===== src/rtl/keypad_status_reg.sv =====
module keypad_status_reg #(
  parameter int KEYS   = 10,
  parameter int DATA_W = 16,
  parameter int LR_LO  = 4,
  parameter int UD_LO  = 6
) (
  input  logic              clk,
  input  logic              rst_n,
  input  logic [KEYS-1:0]   keys_held,
  input  logic              opp_filter_en,
  input  logic              replay_active,
  input  logic [KEYS-1:0]   replay_keys,
  input  logic              rd_stb,
  output logic [DATA_W-1:0] rd_data,
  output logic              log_valid,
  output logic [KEYS-1:0]   log_keys
);

  localparam logic [KEYS-1:0] ALL_UP = '1;

  logic [KEYS-1:0] src, drop, filt, snap;
  logic            filt_on, lr_both, ud_both;

  assign src     = replay_active ? replay_keys : keys_held;
  assign filt_on = opp_filter_en & ~replay_active;
  assign lr_both = filt_on & src[LR_LO] & src[LR_LO+1];
  assign ud_both = filt_on & src[UD_LO] & src[UD_LO+1];

  always_comb begin
    drop = '0;
    drop[LR_LO +: 2] = {2{lr_both}};
    drop[UD_LO +: 2] = {2{ud_both}};
  end

  assign filt = src & ~drop;

  always_ff @(posedge clk) begin
    if (!rst_n) begin
      snap      <= '0;
      log_valid <= 1'b0;
    end else begin
      log_valid <= rd_stb & ~replay_active;
      if (rd_stb) snap <= filt;
    end
  end

  assign rd_data  = {{(DATA_W-KEYS){1'b0}}, snap ^ ALL_UP};
  assign log_keys = snap;

  p_upper_zero_r2: assert property (@(posedge clk) disable iff (!rst_n)
    rd_data[DATA_W-1:KEYS] == '0);

  p_hold_r4: assert property (@(posedge clk) disable iff (!rst_n)
    !rd_stb |=> $stable(rd_data));

  p_no_lr_pair_r5: assert property (@(posedge clk) disable iff (!rst_n)
    (rd_stb && opp_filter_en && !replay_active) |=> rd_data[LR_LO +: 2] != 2'b00);

  p_no_ud_pair_r6: assert property (@(posedge clk) disable iff (!rst_n)
    (rd_stb && opp_filter_en && !replay_active) |=> rd_data[UD_LO +: 2] != 2'b00);

  p_log_pulse_r9: assert property (@(posedge clk) disable iff (!rst_n)
    (rd_stb && !replay_active) |=> log_valid);

  p_no_log_replay_r9: assert property (@(posedge clk) disable iff (!rst_n)
    (rd_stb && replay_active) |=> !log_valid);

  p_log_only_after_stb_r9: assert property (@(posedge clk) disable iff (!rst_n)
    !rd_stb |=> !log_valid);

endmodule


===== config.mk =====
export PLATFORM = sky130hd
export DESIGN_NAME = keypad_status_reg
export DESIGN_NICKNAME = d
export VERILOG_FILES = /design/src/rtl/keypad_status_reg.sv
export SDC_FILE = /design/constraint.sdc
export NUM_CORES = 1
export LEC_CHECK = 0
export ABC_AREA = 1
export BUFFER_PORTS_ARGS = -buffer_cell sky130_fd_sc_hd__buf_2
export CAP_MARGIN = 20
export CELL_PAD_IN_SITES_DETAIL_PLACEMENT = 1
export CELL_PAD_IN_SITES_GLOBAL_PLACEMENT = 2
export CORE_MARGIN = 3
export CORE_UTILIZATION = 17
export DETAILED_ROUTE_END_ITERATION = 6
export GPL_ROUTABILITY_DRIVEN = 1
export PLACE_DENSITY_LB_ADDON = 0.1
export SLEW_MARGIN = 20
export SYNTH_ARGS = -nofsm -noshare
export SYNTH_HDL_FRONTEND = slang
export SYNTH_SLANG_ARGS = --single-unit

===== constraint.sdc =====
create_clock -name clk -period 0.8 [get_ports clk]
set_input_delay 0.12 -clock clk [delete_from_list [all_inputs] [get_ports clk]]
set_output_delay 0.12 -clock clk [all_outputs]
set_load 0.005 [all_outputs]

==> results of run 1 <==
-- layer usage --
metal	global-route usage	vias to the layer above	wire (um)
met5	0	-	0
met4	0.04569	0	33
met3	0.03710	4	191
li1	-	376	-
met1	0.1022	331	868
met2	0.1696	30	1013
-- registers in the layout (all words and copies together) (netlist names) --
name,flops
log_valid,1
log_keys,10
-- cell families after synthesis --
| kind of cell | after synthesis | synth area share |
|---|---|---|
| compound gates | 23 | 0.2040 |
| buf+inv | 26 | 0.2280 |
| flops | 11 | 0.3520 |
| other cells | 1 | 0.005994 |
| simple gates | 30 | 0.2100 |
-- final cells by class --
| type | count | area share |
|---|---|---|
| flip-flops and latches | 11 | 0.2283 |
| clock buffers | 4 | 0.04396 |
| inverters | 16 | 0.05861 |
| repair buffers | 52 | 0.3382 |
| well taps | 46 | 0.05617 |
| multi-input cells | 59 | 0.2747 |
-- worst min path at each step --
stage	startpoint	end	slack (ns)	cells after the start
after floorplan	keys_held[0]	log_keys[0]	0.26	2
after global placement	keys_held[8]	log_keys[8]	0.38	3
after detailed placement	keys_held[0]	log_keys[0]	0.38	3
after CTS	keys_held[0]	log_keys[0]	0.12	3
after global routing	keys_held[1]	log_keys[1]	0.13	3
final	keys_held[1]	log_keys[1]	0.13	3
-- worst max-delay path, stage by stage (launching register included) --
cell	delay [ns]
dfxtp_2	0.34
inv_2	0.04
buf_6	0.10
-- through the flow --
| stage | power [mW] | TNS, ns |
|---|---|---|
| detailed placement | 0.9582 | -0.09953 |
| CTS | 1.555 | -0.6001 |
| finish | 1.562 | -0.4170 |
| global placement | 0.9526 | -0.02969 |
| floorplan | 0.7929 | 0 |
| global route | 1.683 | -1.120 |
-- layout by cell type (no fill, tap or decap) --
cell type and n:
a21oi_1 10, a21oi_2 2, buf_12 1, buf_2 36, buf_4 6, buf_6 9, clkbuf_1 1, clkbuf_8 3
conb_1 6, dfxtp_2 11, inv_1 5, inv_2 11, nand2_1 23, nand3_1 2, nand3_2 2, nand4_1 1
nor2_1 1, nor3_1 1, o211ai_1 2, o21ai_0 8, o21ai_1 1
-- where the power goes --
group	leakage, nW	total (mW)	internal, mW	switching (mW)
registers	0.0947	0.626	0.595	0.0312
clock network	0.0228	0.563	0.350	0.213
logic	0.419	0.373	0.200	0.173
-- what timing repair did --
action | CTS | global route
resized for setup | 12 | 18
endpoints found under the setup margin | 20 | 21
hold buffers | 0 | 0
buffers inserted | 0 | 1
==> impl_metrics.yaml, run 1 <==
job:
  drv_cap: 0
critical_path:
  reg2regPathDepth: 3
  crit_path_end: "rd_data[7]"
  worst_ep_required_time_ns: 0.68
  worst_ep_arrival_time_ns: 0.72
  crit_type: "reg -> out"
  end_kind: "output pin"
  cp-startpoint: "log_keys[7]"
  r2r_slack_ns: 0.04
  startpoint_type: "register"
  cp_max_fo: 3
  r2r_start: "log_keys[9]"
  r2r-end: "log_keys[9]"
floorplanning:
  start_util: 0.1818
  core_um2: 3442
  dieArea_um2: 4444
  pin_count: 52
  die_w_um: 66.67
  num_rows: 21
  fp.dieH_um: 66.67
yosys:
  synth_top_area_share: 0.3520
  yosys_warnings: 0
  synth_ff_type: "dfxtp_1"
  synthTopCellsByCount: "nand2_1 (23), inv_1 (15), dfxtp_1 (11)"
  avgSynthCellArea_um2: 6.875
  netlist_instances: 91
  synth_top_area_cell: "dfxtp_1"
  synthArstFlopShare: 0
  synth.most_common_cell: "nand2_1"
  synth-edff-count: 0
  synthesis.area_um2: 625.6
  ys_types: 17
  yosysSeqAreaShare: 0.3520
  synth_seq_cells: 11
  synth.area.top_cells: "dfxtp_1 (35%), nand2_1 (14%), buf_4 (9.6%), inv_1 (9.0%), a21oi_1 (8.0%)"
timing:
  hold_viol: 0
  period_minus_slack_ns: 0.8436
  worst_slack_ns: -0.04360
  clock-skew-final_ns: 0
  finalSetupViolations: 19
  finalMaxSlewViolations: 0
  timing.hold.ws_ns: 0.1270
  rsz0062_at_grt: "true"
  period_share: 1.054
  fmax_mhz: 1185
clock_tree:
  tritoncts: "done"
  cts_buffers: 3
  root_buffer: "clkbuf_8"
  cts_num_sinks: 11
  htree_levels: 1
  clk_latency_ns: 0.24
  cts_max_path_buffers: 2
  path_clk_slew_ns: 0.05
power_and_ir_drop:
  peakVddDrop_mv: 1.127
  powerDensity_nw_per_um2: 1525
  leakagePower_nw: 0.5369
drt:
  viasPerCell: 3.941
  first_pass_iters: 2
  wl_per_cell_um: 11.21
  drt-initial-drc-count: 4
  ant_nets: 0
  drc_errors: 0
  vias: 741
  wl_um: 2107
placed_design:
  dp_slack_ns: -0.05328
  gp_congestion: 0.6757
  portBuffers: 45
  placed_cells: 183
  dpl.hpwl_um: 1708
  dpl_cell_area_um2: 902.1
layout:
  syn_to_final_growth_pct: 63.80
  fin_nets: 168
  instances_no_fill: 188
  drive_above_1_share: 0.5704
  diodes: 0
  fillerInstances: 451
  seq_area_um2: 234.0
  final_area_um2: 1025
  multiInputGateArea_um2: 281.5
  fin_util: 0.2977
grt:
  grt_pass1_vias: 730
  grt_max_degree: 11
  grt.overflow.total: 0
  grt_usage: 0.09737
  grt_first_pass_wirelength_um: 3222
  antenna_found_initial: 0
run_status:
  violations: "negative setup slack"
  status: "complete, but fails checks"
worst_hold_path:
  hold_path_class: "in -> reg"
No activity file was read; power rests on OpenSTA's default activity.
==> run 2, diff against run 1 <==
CORE_ASPECT_RATIO = 0.5   (was default)
==> impl_metrics.yaml, run 2 (synthesis results as in run 1) <==
layout:
  final_area_um2: 1023
  final_common_cell: "buf_2"
  drive_above_1_share: 0.5241
  layout_common_cells: "buf_2 (40), nand2_1 (23), inv_1 (12)"
  largest_register_ffs: 10
  diodes: 0
  syn_to_final_growth_pct: 63.60
  fin_nets: 171
placed_design:
  dpl_cell_area_um2: 897.1
  dpl.hpwl_um: 1758
  gp_congestion: 0.6718
  portBuffers: 45
grt:
  grt_first_pass_wirelength_um: 3153
  grt_max_degree: 11
  antenna_found_initial: 0
  grt.overflow.total: 0
  grt_pass1_vias: 663
  grt_usage: 0.09023
timing:
  final.setup.tns_ns: -0.3496
  period_minus_slack_ns: 0.8458
  timing.hold.ws_ns: 0.1210
  rsz0062_at_grt: "true"
  worst_slack_ns: -0.04577
  clock-skew-final_ns: 0
  fmax_mhz: 1182
  finalSetupViolations: 12
  finalMaxSlewViolations: 0
  hold_viol: 0
  period_share: 1.057
power_and_ir_drop:
  peakVddDrop_mv: 0.4999
  leakagePower_nw: 0.5404
  power.switching_mw: 0.4091
  powerDensity_nw_per_um2: 1516
  internal_power_mw: 1.142
  clkPwrFrac: 0.358
  swShare: 0.2637
  power_frac_comb: 0.242
  seqPwrFrac: 0.400
drt:
  vias: 726
  drc_errors: 0
  ant_nets: 0
  first_pass_iters: 2
  wl_per_cell_um: 11.26
  viasPerCell: 3.762
  wl_um: 2174
  drt-initial-drc-count: 7
clock_tree:
  holdBufCountCts: 0
  cts_buffers: 3
  cts_max_path_buffers: 2
  htree_levels: 1
  cts_num_sinks: 11
  root_buffer: "clkbuf_8"
  clk_latency_ns: 0.23
  path_clk_slew_ns: 0.05
  tritoncts: "done"
worst_hold_path:
  holdCritStartpoint: "keys_held[8]"
  hold_depth: 3
  hold_end: "log_keys[8]"
  hold_path_class: "in -> reg"
floorplanning:
  pin_count: 52
  dieArea_um2: 4488
  die_w_um: 91.79
  num_rows: 14
  core_um2: 3258
  fp.dieH_um: 48.90
  start_util: 0.1920
critical_path:
  r2r_slack_ns: 0.03
  startpoint_type: "register"
  r2r_start: "log_keys[3]"
  reg2regPathDepth: 3
  r2r-end: "log_keys[3]"
  end_kind: "output pin"
  worst_ep_required_time_ns: 0.68
  crit_type: "reg -> out"
  cp_max_fo: 3
  worst_ep_arrival_time_ns: 0.73
run_status:
  violations: "negative setup slack"
  status: "complete, but fails checks"
job:
  drv_cap: 0
## run 2: cell count changes in the layout (fill, tap and decap cells not counted)
cell	delta
buf_2	+4
buf_4	+3
dfxtp_2	-1
o21ai_1	+1
buf_6	-4
inv_2	-7
dfxtp_1	+1
inv_1	+7
o21ai_0	-1
## run 2: worst max path at each step
stage,startpoint,endpoint,slack [ns]
finish,log_keys[1],rd_data[1],-0.05
global route,log_keys[3],rd_data[3],-0.08
CTS,log_keys[3],rd_data[3],-0.06
detailed placement,replay_active,log_keys[5],-0.11
global placement,replay_active,log_keys[5],-0.03
floorplan,log_keys[6],log_keys[6],0.16
## run 2: timing repair
item,CTS,global route
pin swaps,0,1
hold endpoints to repair,0,0
resized for setup,10,9
setup buffers,3,2
endpoints found under the setup margin,20,23
## run 2: critical path: stages, from the launching register on
cell and delay, ns:
dfxtp_2 0.34, inv_1 0.04, buf_2 0.11
## run 2: layout make-up
type	count	area, um2
inverters	16	60.06
well taps	48	60.06
flip-flops and latches	11	232.7
clock buffers	4	45.04
multi-input cells	59	281.5
fillers	432	2235
repair buffers	55	344.1
## run 2: layer usage
metal  up-vias  global-route usage  part of all wire
li1        379                   -                 -
met1       306              0.1199              0.50
met2        39              0.1330              0.40
met3         2             0.03544             0.092
met4         0             0.02956            0.0092
met5         -                   0                 0
## run 2: power by group through the flow
| stage | registers (mW) | clock network [mW] | logic [mW] |
|---|---|---|---|
| floorplan | 0.624 | 0 | 0.168 |
| global placement | 0.622 | 0 | 0.330 |
| detailed placement | 0.623 | 0 | 0.332 |
| CTS | 0.618 | 0.586 | 0.349 |
| global route | 0.629 | 0.620 | 0.417 |
| finish | 0.621 | 0.555 | 0.375 |
## run 2: metrics by stage
step	cells	power (mW)	worst slack, ns	util
floorplan	96	0.7929	0.1601	-
global placement	184	0.9524	-0.03463	0.2753
detailed placement	184	0.9547	-0.1107	0.2753
CTS	191	1.553	-0.05665	0.2999
global route	193	1.667	-0.08442	0.3141
finish	193	1.551	-0.04577	0.3141
==> run 3, diff against run 2 <==
clock period = 0.9 ns   (was 0.8 ns; I/O delays follow)
==> impl_metrics.yaml, run 3 (synthesis results as in run 1) <==
timing:
  fmax_mhz: 1163
  period_share: 0.9556
  period_minus_slack_ns: 0.8600
  hold_viol: 0
  finalSetupViolations: 0
  worst_slack_ns: 0.03997
  finalMaxSlewViolations: 0
  clock-skew-final_ns: 0
  final.setup.tns_ns: 0
  rsz0062_at_grt: "false"
power_and_ir_drop:
  clkPwrFrac: 0.371
  power.switching_mw: 0.3458
  peakVddDrop_mv: 0.4516
  leakagePower_nw: 0.4942
  power_frac_comb: 0.211
  seqPwrFrac: 0.418
  internal_power_mw: 0.9710
  swShare: 0.2626
  powerDensity_nw_per_um2: 1409
layout:
  diodes: 0
  syn_to_final_growth_pct: 49.40
  fillerInstances: 439
  largest_register_ffs: 10
  final_common_cell: "buf_2"
  seq_area_um2: 232.7
  instances_no_fill: 187
  layout_common_cells: "buf_2 (45), nand2_1 (23), inv_1 (15)"
  fin_nets: 165
  drive_above_1_share: 0.4820
  multiInputGateArea_um2: 281.5
grt:
  grt_pass1_vias: 706
  grt_first_pass_wirelength_um: 3318
  grt_max_degree: 11
  grt_usage: 0.09127
  grt.overflow.total: 0
  antenna_found_initial: 0
critical_path:
  end_kind: "output pin"
  worst_ep_required_time_ns: 0.76
  startpoint_type: "register"
  r2r-end: "log_keys[6]"
  reg2regPathDepth: 2
  worst_ep_arrival_time_ns: 0.73
  cp_max_fo: 3
  crit_type: "reg -> out"
  r2r_slack_ns: 0.24
  r2r_start: "log_keys[6]"
placed_design:
  gp_congestion: 0.6697
  dp_slack_ns: -0.02668
  placed_cells: 183
  dpl.hpwl_um: 1702
  portBuffers: 45
drt:
  drt-initial-drc-count: 9
  ant_nets: 0
  wl_per_cell_um: 10.91
  first_pass_iters: 4
  wl_um: 2041
  drc_errors: 0
  viasPerCell: 3.791
  vias: 709
floorplanning:
  die_w_um: 91.79
  start_util: 0.1920
  fp.dieH_um: 48.90
  num_rows: 14
  core_um2: 3258
  pin_count: 52
  dieArea_um2: 4488
clock_tree:
  path_clk_slew_ns: 0.05
  cts_max_path_buffers: 2
  tritoncts: "done"
  cts_num_sinks: 11
  cts_buffers: 3
  holdBufCountCts: 0
  root_buffer: "clkbuf_8"
  clk_latency_ns: 0.23
  htree_levels: 1
run_status:
  status: "complete, no violations"
worst_hold_path:
  hold_depth: 3
  hold_end: "log_keys[1]"
  hold_path_class: "in -> reg"
  holdCritStartpoint: "keys_held[1]"
job:
  drv_cap: 0
-- run 3: changes by cell type in the layout (fill, tap and decap cells not counted) --
cell and delta:
buf_12 -1, buf_2 +5, buf_4 -5, buf_6 -5
inv_1 +3, inv_2 -3, o21ai_0 +1, o21ai_1 -1
-- run 3: power groups by stage --
| stage | Sequential, mW | Combinational, mW | Clock (mW) |
|---|---|---|---|
| floorplan | 0.555 | 0.150 | 0 |
| global placement | 0.553 | 0.284 | 0 |
| detailed placement | 0.555 | 0.282 | 0 |
| CTS | 0.545 | 0.283 | 0.526 |
| global route | 0.556 | 0.317 | 0.548 |
| finish | 0.550 | 0.277 | 0.489 |
-- run 3: worst max-delay path, cell delays in order, from the launching register on --
cell	delay, ns
dfxtp_2	0.34
inv_1	0.04
buf_2	0.12
-- run 3: worst max path at each step --
stage,start,end,slack (ns),cells past startpoint
6_report,log_keys[3],rd_data[3],0.04,2
3_3_place_gp,replay_active,log_keys[5],0.04,5
4_1_cts,log_keys[1],rd_data[1],0.0005,2
3_5_place_dp,replay_active,log_keys[5],-0.03,5
2_1_floorplan,log_keys[6],log_keys[6],0.26,2
5_1_grt,log_keys[1],rd_data[1],0.0004,2
-- run 3: layer usage --
metal	global-route usage	vias to the layer above	routed length, um
met2	0.1294	35	778
met1	0.1302	304	1035
met4	0.02217	0	23
met3	0.03236	2	203
met5	0	-	0
li1	-	368	-
-- run 3: per-stage QoR --
step / hold WS [ns] / instance area (um2) / util / power, mW
4_1_cts: 0.1451 / 923.4 / 0.2834 / 1.354
3_5_place_dp: 0.4001 / 877.1 / 0.2692 / 0.8370
6_report: 0.1482 / 934.6 / 0.2869 / 1.317
3_3_place_gp: 0.3995 / 877.1 / 0.2692 / 0.8364
2_1_floorplan: 0.2798 / 644.4 / - / 0.7048
5_1_grt: 0.1523 / 934.6 / 0.2869 / 1.421
-- run 3: final cells by class --
| cell class | count | share of cell area |
|---|---|---|
| tap | 48 | 0.06426 |
| timing repair buffer | 49 | 0.2731 |
| sequential | 11 | 0.2490 |
| inverter | 16 | 0.06426 |
| clock buffer | 4 | 0.04819 |
| multi-input combinational | 59 | 0.3012 |
-- run 3: timing repair --
action / CTS / global route
buffers inserted: 0 / 0
endpoints found under the hold margin: 0 / 0
resized for setup: 1 / 9
endpoints found under the setup margin: 1 / 9
